### src/rtl/hcr_pkg.sv
package hcr_pkg;

  typedef enum logic [2:0] {
    ST_IDLE,
    ST_START,
    ST_DATA,
    ST_PARITY,
    ST_STOP
  } rxState_e;

  // strobes from the control FSM to the datapath, each one cycle wide
  typedef struct packed {
    logic clearAcc;    // start bit confirmed, reset the accumulators
    logic shiftBit;    // mid-sample of a data bit
    logic takeParity;  // mid-sample of the parity bit
    logic takeStop;    // mid-sample of the stop bit
  } rxStrobe_t;

endpackage

### src/rtl/hcr_ctrl.sv
module hcr_ctrl
  import hcr_pkg::*;
#(
  parameter int OVERSAMPLE = 16,
  parameter int DATA_BITS  = 8
) (
  input  logic      clk,
  input  logic      rstN,
  input  logic      tick16,
  input  logic      rxBit,
  input  logic      carrierOk,
  output rxStrobe_t strobe,
  output logic      startSeen
);

  localparam int CNT_W = $clog2(OVERSAMPLE);
  localparam int IDX_W = (DATA_BITS > 1) ? $clog2(DATA_BITS) : 1;
  localparam logic [CNT_W-1:0] HALF_LAST = CNT_W'(OVERSAMPLE / 2 - 1);
  localparam logic [CNT_W-1:0] FULL_LAST = CNT_W'(OVERSAMPLE - 1);
  localparam logic [IDX_W-1:0] IDX_LAST  = IDX_W'(DATA_BITS - 1);

  rxState_e         state;
  logic [CNT_W-1:0] phaseCnt;
  logic [IDX_W-1:0] bitIdx;
  logic             prevBit;
  logic             live;
  logic             fullPoint;
  logic             halfPoint;

  assign live      = carrierOk && tick16;
  assign fullPoint = (phaseCnt == FULL_LAST);
  assign halfPoint = (phaseCnt == HALF_LAST);

  always_ff @(posedge clk or negedge rstN) begin
    if (!rstN) begin
      state    <= ST_IDLE;
      phaseCnt <= '0;
      bitIdx   <= '0;
      prevBit  <= 1'b1;
    end else if (!carrierOk) begin
      state    <= ST_IDLE;
      phaseCnt <= '0;
      bitIdx   <= '0;
      prevBit  <= 1'b1;
    end else if (tick16) begin
      prevBit <= rxBit;
      unique case (state)
        ST_IDLE: begin
          if (prevBit && !rxBit) begin
            state    <= ST_START;
            phaseCnt <= '0;
          end
        end
        ST_START: begin
          if (halfPoint) begin
            phaseCnt <= '0;
            bitIdx   <= '0;
            state    <= rxBit ? ST_IDLE : ST_DATA;
          end else begin
            phaseCnt <= phaseCnt + 1'b1;
          end
        end
        ST_DATA: begin
          if (fullPoint) begin
            phaseCnt <= '0;
            bitIdx   <= bitIdx + 1'b1;
            if (bitIdx == IDX_LAST) state <= ST_PARITY;
          end else begin
            phaseCnt <= phaseCnt + 1'b1;
          end
        end
        ST_PARITY: begin
          if (fullPoint) begin
            phaseCnt <= '0;
            state    <= ST_STOP;
          end else begin
            phaseCnt <= phaseCnt + 1'b1;
          end
        end
        ST_STOP: begin
          if (fullPoint) begin
            phaseCnt <= '0;
            state    <= ST_IDLE;
          end else begin
            phaseCnt <= phaseCnt + 1'b1;
          end
        end
        default: state <= ST_IDLE;
      endcase
    end
  end

  always_comb begin
    strobe            = '0;
    strobe.clearAcc   = live && (state == ST_START)  && halfPoint && !rxBit;
    strobe.shiftBit   = live && (state == ST_DATA)   && fullPoint;
    strobe.takeParity = live && (state == ST_PARITY) && fullPoint;
    strobe.takeStop   = live && (state == ST_STOP)   && fullPoint;
    startSeen         = live && (state == ST_IDLE)   && prevBit && !rxBit;
  end

  // the datapath never gets two sampling strobes in one cycle
  a_r2_one_strobe: assert property (@(posedge clk) disable iff (!rstN)
    $onehot0({strobe.clearAcc, strobe.shiftBit, strobe.takeParity, strobe.takeStop}));

  // a character only begins from a low line seen with the carrier up
  a_r3_start_from_low: assert property (@(posedge clk) disable iff (!rstN)
    (state == ST_START && $past(state) == ST_IDLE) |-> $past(!rxBit && carrierOk));

  // a missing carrier leaves the receiver idle on the next cycle
  a_r9_idle_without_carrier: assert property (@(posedge clk) disable iff (!rstN)
    !carrierOk |=> (state == ST_IDLE));

endmodule

### src/rtl/hcr_dpath.sv
module hcr_dpath
  import hcr_pkg::*;
#(
  parameter int DATA_BITS = 8
) (
  input  logic                 clk,
  input  logic                 rstN,
  input  logic                 rxBit,
  input  logic                 clearErr,
  input  rxStrobe_t            strobe,
  output logic [DATA_BITS-1:0] rxByte,
  output logic                 byteValid,
  output logic                 parityErr,
  output logic                 frameErr,
  output logic                 charGood
);

  logic [DATA_BITS-1:0] shiftReg;
  logic                 parAcc;
  logic                 parityOk;
  logic                 setParity;
  logic                 setFrame;

  assign setParity = strobe.takeStop && !parityOk;
  assign setFrame  = strobe.takeStop && !rxBit;
  assign charGood  = strobe.takeStop && rxBit && parityOk;

  always_ff @(posedge clk or negedge rstN) begin
    if (!rstN) begin
      shiftReg <= '0;
      parAcc   <= 1'b0;
      parityOk <= 1'b1;
    end else begin
      if (strobe.clearAcc) begin
        parAcc <= 1'b0;
      end else if (strobe.shiftBit) begin
        shiftReg <= {rxBit, shiftReg[DATA_BITS-1:1]};
        parAcc   <= parAcc ^ rxBit;
      end
      if (strobe.takeParity) parityOk <= parAcc ^ rxBit;
    end
  end

  always_ff @(posedge clk or negedge rstN) begin
    if (!rstN) begin
      rxByte    <= '0;
      byteValid <= 1'b0;
      parityErr <= 1'b0;
      frameErr  <= 1'b0;
    end else begin
      byteValid <= strobe.takeStop;
      if (strobe.takeStop) rxByte <= shiftReg;
      parityErr <= clearErr ? 1'b0 : (parityErr || setParity);
      frameErr  <= clearErr ? 1'b0 : (frameErr || setFrame);
    end
  end

  // the valid strobe never stretches over two cycles
  a_r4_valid_single: assert property (@(posedge clk) disable iff (!rstN)
    byteValid |=> !byteValid);

  // a parity fault persists until cleared
  a_r5_parity_hold: assert property (@(posedge clk) disable iff (!rstN)
    (parityErr && !clearErr) |=> parityErr);

  // a clear pulse wins over any fault in the same cycle
  a_r10_clear_flags: assert property (@(posedge clk) disable iff (!rstN)
    clearErr |=> (!parityErr && !frameErr));

endmodule

### src/rtl/hcr_gap.sv
module hcr_gap #(
  parameter int OVERSAMPLE = 16,
  parameter int GAP_BITS   = 11
) (
  input  logic clk,
  input  logic rstN,
  input  logic tick16,
  input  logic carrierOk,
  input  logic charGood,
  input  logic startSeen,
  input  logic clearErr,
  output logic gapErr
);

  // the timer starts at the stop-bit mid-sample, half a bit before the character ends
  localparam int LIMIT = GAP_BITS * OVERSAMPLE + OVERSAMPLE / 2;
  localparam int TW    = $clog2(LIMIT + 1);
  localparam logic [TW-1:0] TIMER_LAST = TW'(LIMIT - 1);

  logic          armed;
  logic [TW-1:0] timer;
  logic          expire;

  assign expire = carrierOk && armed && tick16 && !startSeen && (timer == TIMER_LAST);

  always_ff @(posedge clk or negedge rstN) begin
    if (!rstN) begin
      armed <= 1'b0;
      timer <= '0;
    end else if (!carrierOk) begin
      armed <= 1'b0;
      timer <= '0;
    end else if (charGood) begin
      armed <= 1'b1;
      timer <= '0;
    end else if (armed && tick16) begin
      if (startSeen || expire) begin
        armed <= 1'b0;
        timer <= '0;
      end else begin
        timer <= timer + 1'b1;
      end
    end
  end

  always_ff @(posedge clk or negedge rstN) begin
    if (!rstN) gapErr <= 1'b0;
    else       gapErr <= clearErr ? 1'b0 : (gapErr || expire);
  end

  // losing the carrier disarms the timer
  a_r8_disarm_on_drop: assert property (@(posedge clk) disable iff (!rstN)
    !carrierOk |=> !armed);

  // a gap fault only appears while the carrier is up
  a_r7_gap_needs_carrier: assert property (@(posedge clk) disable iff (!rstN)
    $rose(gapErr) |-> $past(carrierOk));

  // the gap flag holds until cleared
  a_r10_gap_hold: assert property (@(posedge clk) disable iff (!rstN)
    (gapErr && !clearErr) |=> gapErr);

endmodule

### src/rtl/hart_char_rx.sv
module hart_char_rx
  import hcr_pkg::*;
#(
  parameter int OVERSAMPLE = 16,
  parameter int DATA_BITS  = 8,
  parameter int GAP_BITS   = 11
) (
  input  logic                 clk,
  input  logic                 rstN,
  input  logic                 tick16,
  input  logic                 rxBit,
  input  logic                 carrierOk,
  input  logic                 clearErr,
  output logic [DATA_BITS-1:0] rxByte,
  output logic                 byteValid,
  output logic                 parityErr,
  output logic                 frameErr,
  output logic                 gapErr
);

  rxStrobe_t strobe;
  logic      startSeen;
  logic      charGood;

  hcr_ctrl #(
    .OVERSAMPLE(OVERSAMPLE),
    .DATA_BITS (DATA_BITS)
  ) u_ctrl (
    .clk      (clk),
    .rstN     (rstN),
    .tick16   (tick16),
    .rxBit    (rxBit),
    .carrierOk(carrierOk),
    .strobe   (strobe),
    .startSeen(startSeen)
  );

  hcr_dpath #(
    .DATA_BITS(DATA_BITS)
  ) u_dpath (
    .clk      (clk),
    .rstN     (rstN),
    .rxBit    (rxBit),
    .clearErr (clearErr),
    .strobe   (strobe),
    .rxByte   (rxByte),
    .byteValid(byteValid),
    .parityErr(parityErr),
    .frameErr (frameErr),
    .charGood (charGood)
  );

  hcr_gap #(
    .OVERSAMPLE(OVERSAMPLE),
    .GAP_BITS  (GAP_BITS)
  ) u_gap (
    .clk      (clk),
    .rstN     (rstN),
    .tick16   (tick16),
    .carrierOk(carrierOk),
    .charGood (charGood),
    .startSeen(startSeen),
    .clearErr (clearErr),
    .gapErr   (gapErr)
  );

endmodule

### config.mk
export PLATFORM = sky130hd
export DESIGN_NAME = hart_char_rx
export DESIGN_NICKNAME = d
export VERILOG_FILES = /design/src/rtl/hcr_pkg.sv /design/src/rtl/hcr_ctrl.sv /design/src/rtl/hcr_dpath.sv /design/src/rtl/hcr_gap.sv /design/src/rtl/hart_char_rx.sv
export SDC_FILE = /design/constraint.sdc
export NUM_CORES = 1
export LEC_CHECK = 0
export ABC_AREA = 1
export BUFFER_PORTS_ARGS = -buffer_cell sky130_fd_sc_hd__buf_2
export CAP_MARGIN = 20
export CORE_ASPECT_RATIO = 1.1
export CORE_MARGIN = 5
export CORE_UTILIZATION = 45
export DETAILED_ROUTE_END_ITERATION = 16
export PLACE_DENSITY = 0.65
export SYNTH_ARGS = -nofsm -noshare
export SYNTH_HDL_FRONTEND = slang
export SYNTH_SLANG_ARGS = --single-unit
### constraint.sdc
create_clock -name clk -period 1.35 [get_ports clk]
set_input_delay 0.27 -clock clk [delete_from_list [all_inputs] [get_ports clk]]
set_output_delay 0.27 -clock clk [all_outputs]
set_load 0.02 [all_outputs]
==> flow_summary.yaml <==
yosys:
  synth_top_cells_by_count: "nand2_1, dfrtp_1, inv_1, nor2_1, nand3_1"
  synth.most_common_cell: "nand2_1"
  syn_inst: 281
  synth.distinct_cells: 28
  async_flop_share_pct: 100
  synth.top_cell.area_share_pct: 45.4
  synth_area_leaders: "dfrtp_1, nand2_1, nand3_1, inv_1, nor2_1"
  yosysTopAreaCell: "dfrtp_1"
  synth_edf_count: 0
  ys.flop_type: "dfrtp_1"
  yosysWarnings: 0
  syn_area_per_cell_um2: 7.85
  ys_seq_area_share_pct: 47.8
  synth_seq_cells: 42
  synth.net_count: 291
  synth_area_um2: 2210
setup_path:
  path_depth: 10
  rr_startpoint: "u_ctrl.state[0]"
  worstPathCellList: "inv_2, nand2_2, buf_6, nor2_4, nand2_2, nor2_4, nor2_4, buf_4, nand3_1, nand2_1"
  path_class: "flop to flop"
  cp_slowest_cell: "dfrtp_1"
  reg2regPathDepth: 10
  end_kind: "flop"
  crit_family: "simple AND/OR/NAND/NOR gates"
  r2r-end: "u_ctrl.state[1]"
  start_kind: "flop"
  crit_arrival_ns: 1.69
  crit_buf_inv: 3
  path_max_fanout: 5
  path_common_cell: "nor2_4"
  critPathMaxStageDelay_ns: 0.42
  required_ns: 1.55
  r2r_slack_ns: -0.14
worst_hold_path:
  min_delay_worst_endpoint: "u_gap.gapErr"
  hold_path_class: "input port to flop"
  hold_path_depth: 2
  worstHoldStart: "clearErr"
place:
  pre_cts_slack_ns: -0.180
  dpl_cell_area_um2: 2660
  dp_hpwl_um: 3590
  place_congestion: 0.887
  portBuffers: 17
clocking:
  cts_sinks: 42
  path_clk_slew_ns: 0.09
  cts_tree: "done"
  clock-root-buffer: "clkbuf_8"
  clk_latency_ns: 0.30
  clk_path_buf_depth: 2
  cts_buffers: 5
  cts.htree.levels: 2
timing:
  post-route-min-period_ns: 1.49
  worst_pin_slew_ns: 0.263
  setup_viol: 39
  fmax_mhz: 672
  fin_crit_sh_pct: 110
  hold_viol: 0
  clock_skew_ns: 0.0103
  slew_headroom_pct: 82.3
  setup_slack_ns: -0.139
  slew_viol_final: 0
  rsz0062_at_grt: "true"
detailed_routing:
  vias_per_cell: 5.22
  vias: 2152
  firstDrtPassIters: 4
  drc: 0
  routed_wl_um: 5850
  wl_per_cell_um: 14.2
  drtIter0Drc: 85
  final_antenna_net_count: 0
pwr:
  cellPowerDensity_nw_per_um2: 1160
  p_leak_nw: 1.57
  peakVddDrop_mv: 0.757
  power_w: 0.00368
global_routing:
  grt_max_degree: 43
  global_route.overflow_total: 0
  antenna_found_initial: 0
  grt_pass1_wl_um: 9500
  grt_usage_pct: 18.0
  grt_pass1_vias: 2081
floorplanning:
  die_y_um: 83.4
  die_w_um: 76.8
  core.rowCount: 26
  initial_utilization_pct: 47.1
  ios: 18
  core_area_um2: 4680
  die-area_um2: 6400
finish:
  drive_gt1_share_pct: 40.7
  n_fill_cell: 360
  diodes: 0
  fin_area_um2: 3160
  fin_nets: 365
  syn_to_final_growth_pct: 43.3
status:
  status: "finished, violations left"
  violations: "negative setup slack"
flow_run:
  maxCapViolCount: 0
## state kept, by name, summed over array words and instances (netlist names)
name               flops
u_dpath.rxByte         8
u_dpath.shiftReg       8
u_gap.timer            8
u_ctrl.phaseCnt        4
u_ctrl.bitIdx          3
u_ctrl.state           3
u_ctrl.prevBit         1
u_dpath.byteValid      1
u_dpath.frameErr       1
u_dpath.parAcc         1
u_dpath.parityErr      1
u_dpath.parityOk       1
u_gap.armed            1
u_gap.gapErr           1
## cell type report
class                      count  area [um2]  share of cell area [%]
sequential                    42        1050                    33.4
timing repair buffer          71         583                    18.4
clock buffer                   6        72.6                    2.30
tap                           56        70.1                    2.22
multi-input combinational    201        1210                    38.3
clock inverter                 2        37.5                    1.19
inverter                      34         133                    4.19
## timing repair
action                                  CTS  global route
cloned                                    0             1
hold buffers                              1             0
gates resized for setup                  36            43
pin swaps                                13            13
endpoints found under the hold margin    40             0
endpoints found under the setup margin   38            40
setup buffers                            12             3
## worst reg2reg max path: stages (launching register included)
cell and delay [ns]:
dfrtp_1 0.42, inv_2 0.08, nand2_2 0.06, buf_6 0.12, nor2_4 0.14, nand2_2 0.10, nor2_4 0.15, nor2_4 0.07
buf_4 0.13, nand3_1 0.07, nand2_1 0.05
## logic make-up after synthesis
group                    Yosys count  share of synthesized area [%]
AO/OA/AOI/OAI                     29                           8.11
buffers and inverters             38                           6.92
AND/OR/NAND/NOR                  164                           33.4
XOR/XNOR                           4                           1.59
adder cells (fa/ha/maj)            4                           2.27
flip-flops                        42                           47.8
## worst max path at each step
stage	from	end	slack [ns]
after floorplan	u_ctrl.phaseCnt[0]	u_dpath.rxByte[4]	-0.03
after global placement	u_ctrl.phaseCnt[0]	u_ctrl.bitIdx[2]	-0.14
after detailed placement	u_ctrl.phaseCnt[0]	u_ctrl.state[2]	-0.18
after CTS	u_ctrl.phaseCnt[0]	u_dpath.shiftReg[4]	-0.08
after global routing	u_ctrl.state[1]	u_ctrl.phaseCnt[2]	-0.22
final	u_ctrl.state[0]	u_ctrl.state[1]	-0.14
## placed cells by master, fill, tap and decap left out, drive strengths merged
cell	n
a21oi	4
nand2	84
dfstp	2
o21ai	23
nor3	3
buf	69
nand3b	1
or2	1
clkinvlp	1
nand4	11
o21ba	1
xor2	2
dlygate4sd3	1
ha	4
clkbuf	7
o21bai	1
dfrtp	40
xnor2	2
nor2	36
bufinv	1
nand3	28
inv	34
## through the flow
stage,utilization [%],TNS [ns],hold slack [ns],std cells
floorplan,-,-0.0883,-0.0256,281
global placement,56.8,-2.43,0.261,387
detailed placement,56.8,-4.17,0.258,387
CTS,63.9,-1.55,0.138,408
global route,67.5,-5.74,0.147,412
finish,67.5,-2.90,0.147,412
## power breakdown
part           total [W]  leakage (nW)  internal (W)  switching (W)
logic            0.00126         0.953      0.000573       0.000692
registers        0.00141         0.566       0.00133      0.0000777
clock network    0.00101        0.0514      0.000552       0.000454
total            0.00368          1.57       0.00246        0.00122
## metal layers
layer	share of wire [%]	routed length [um]	vias up	track usage (%)
met3	3.9	230	20	3.57
met4	2.7	155	0	5.88
met1	40	2350	1013	22.1
met2	53	3110	65	31.2
li1	-	-	1054	-
met5	0	0	-	0
Power figures use the tool's default switching activity.
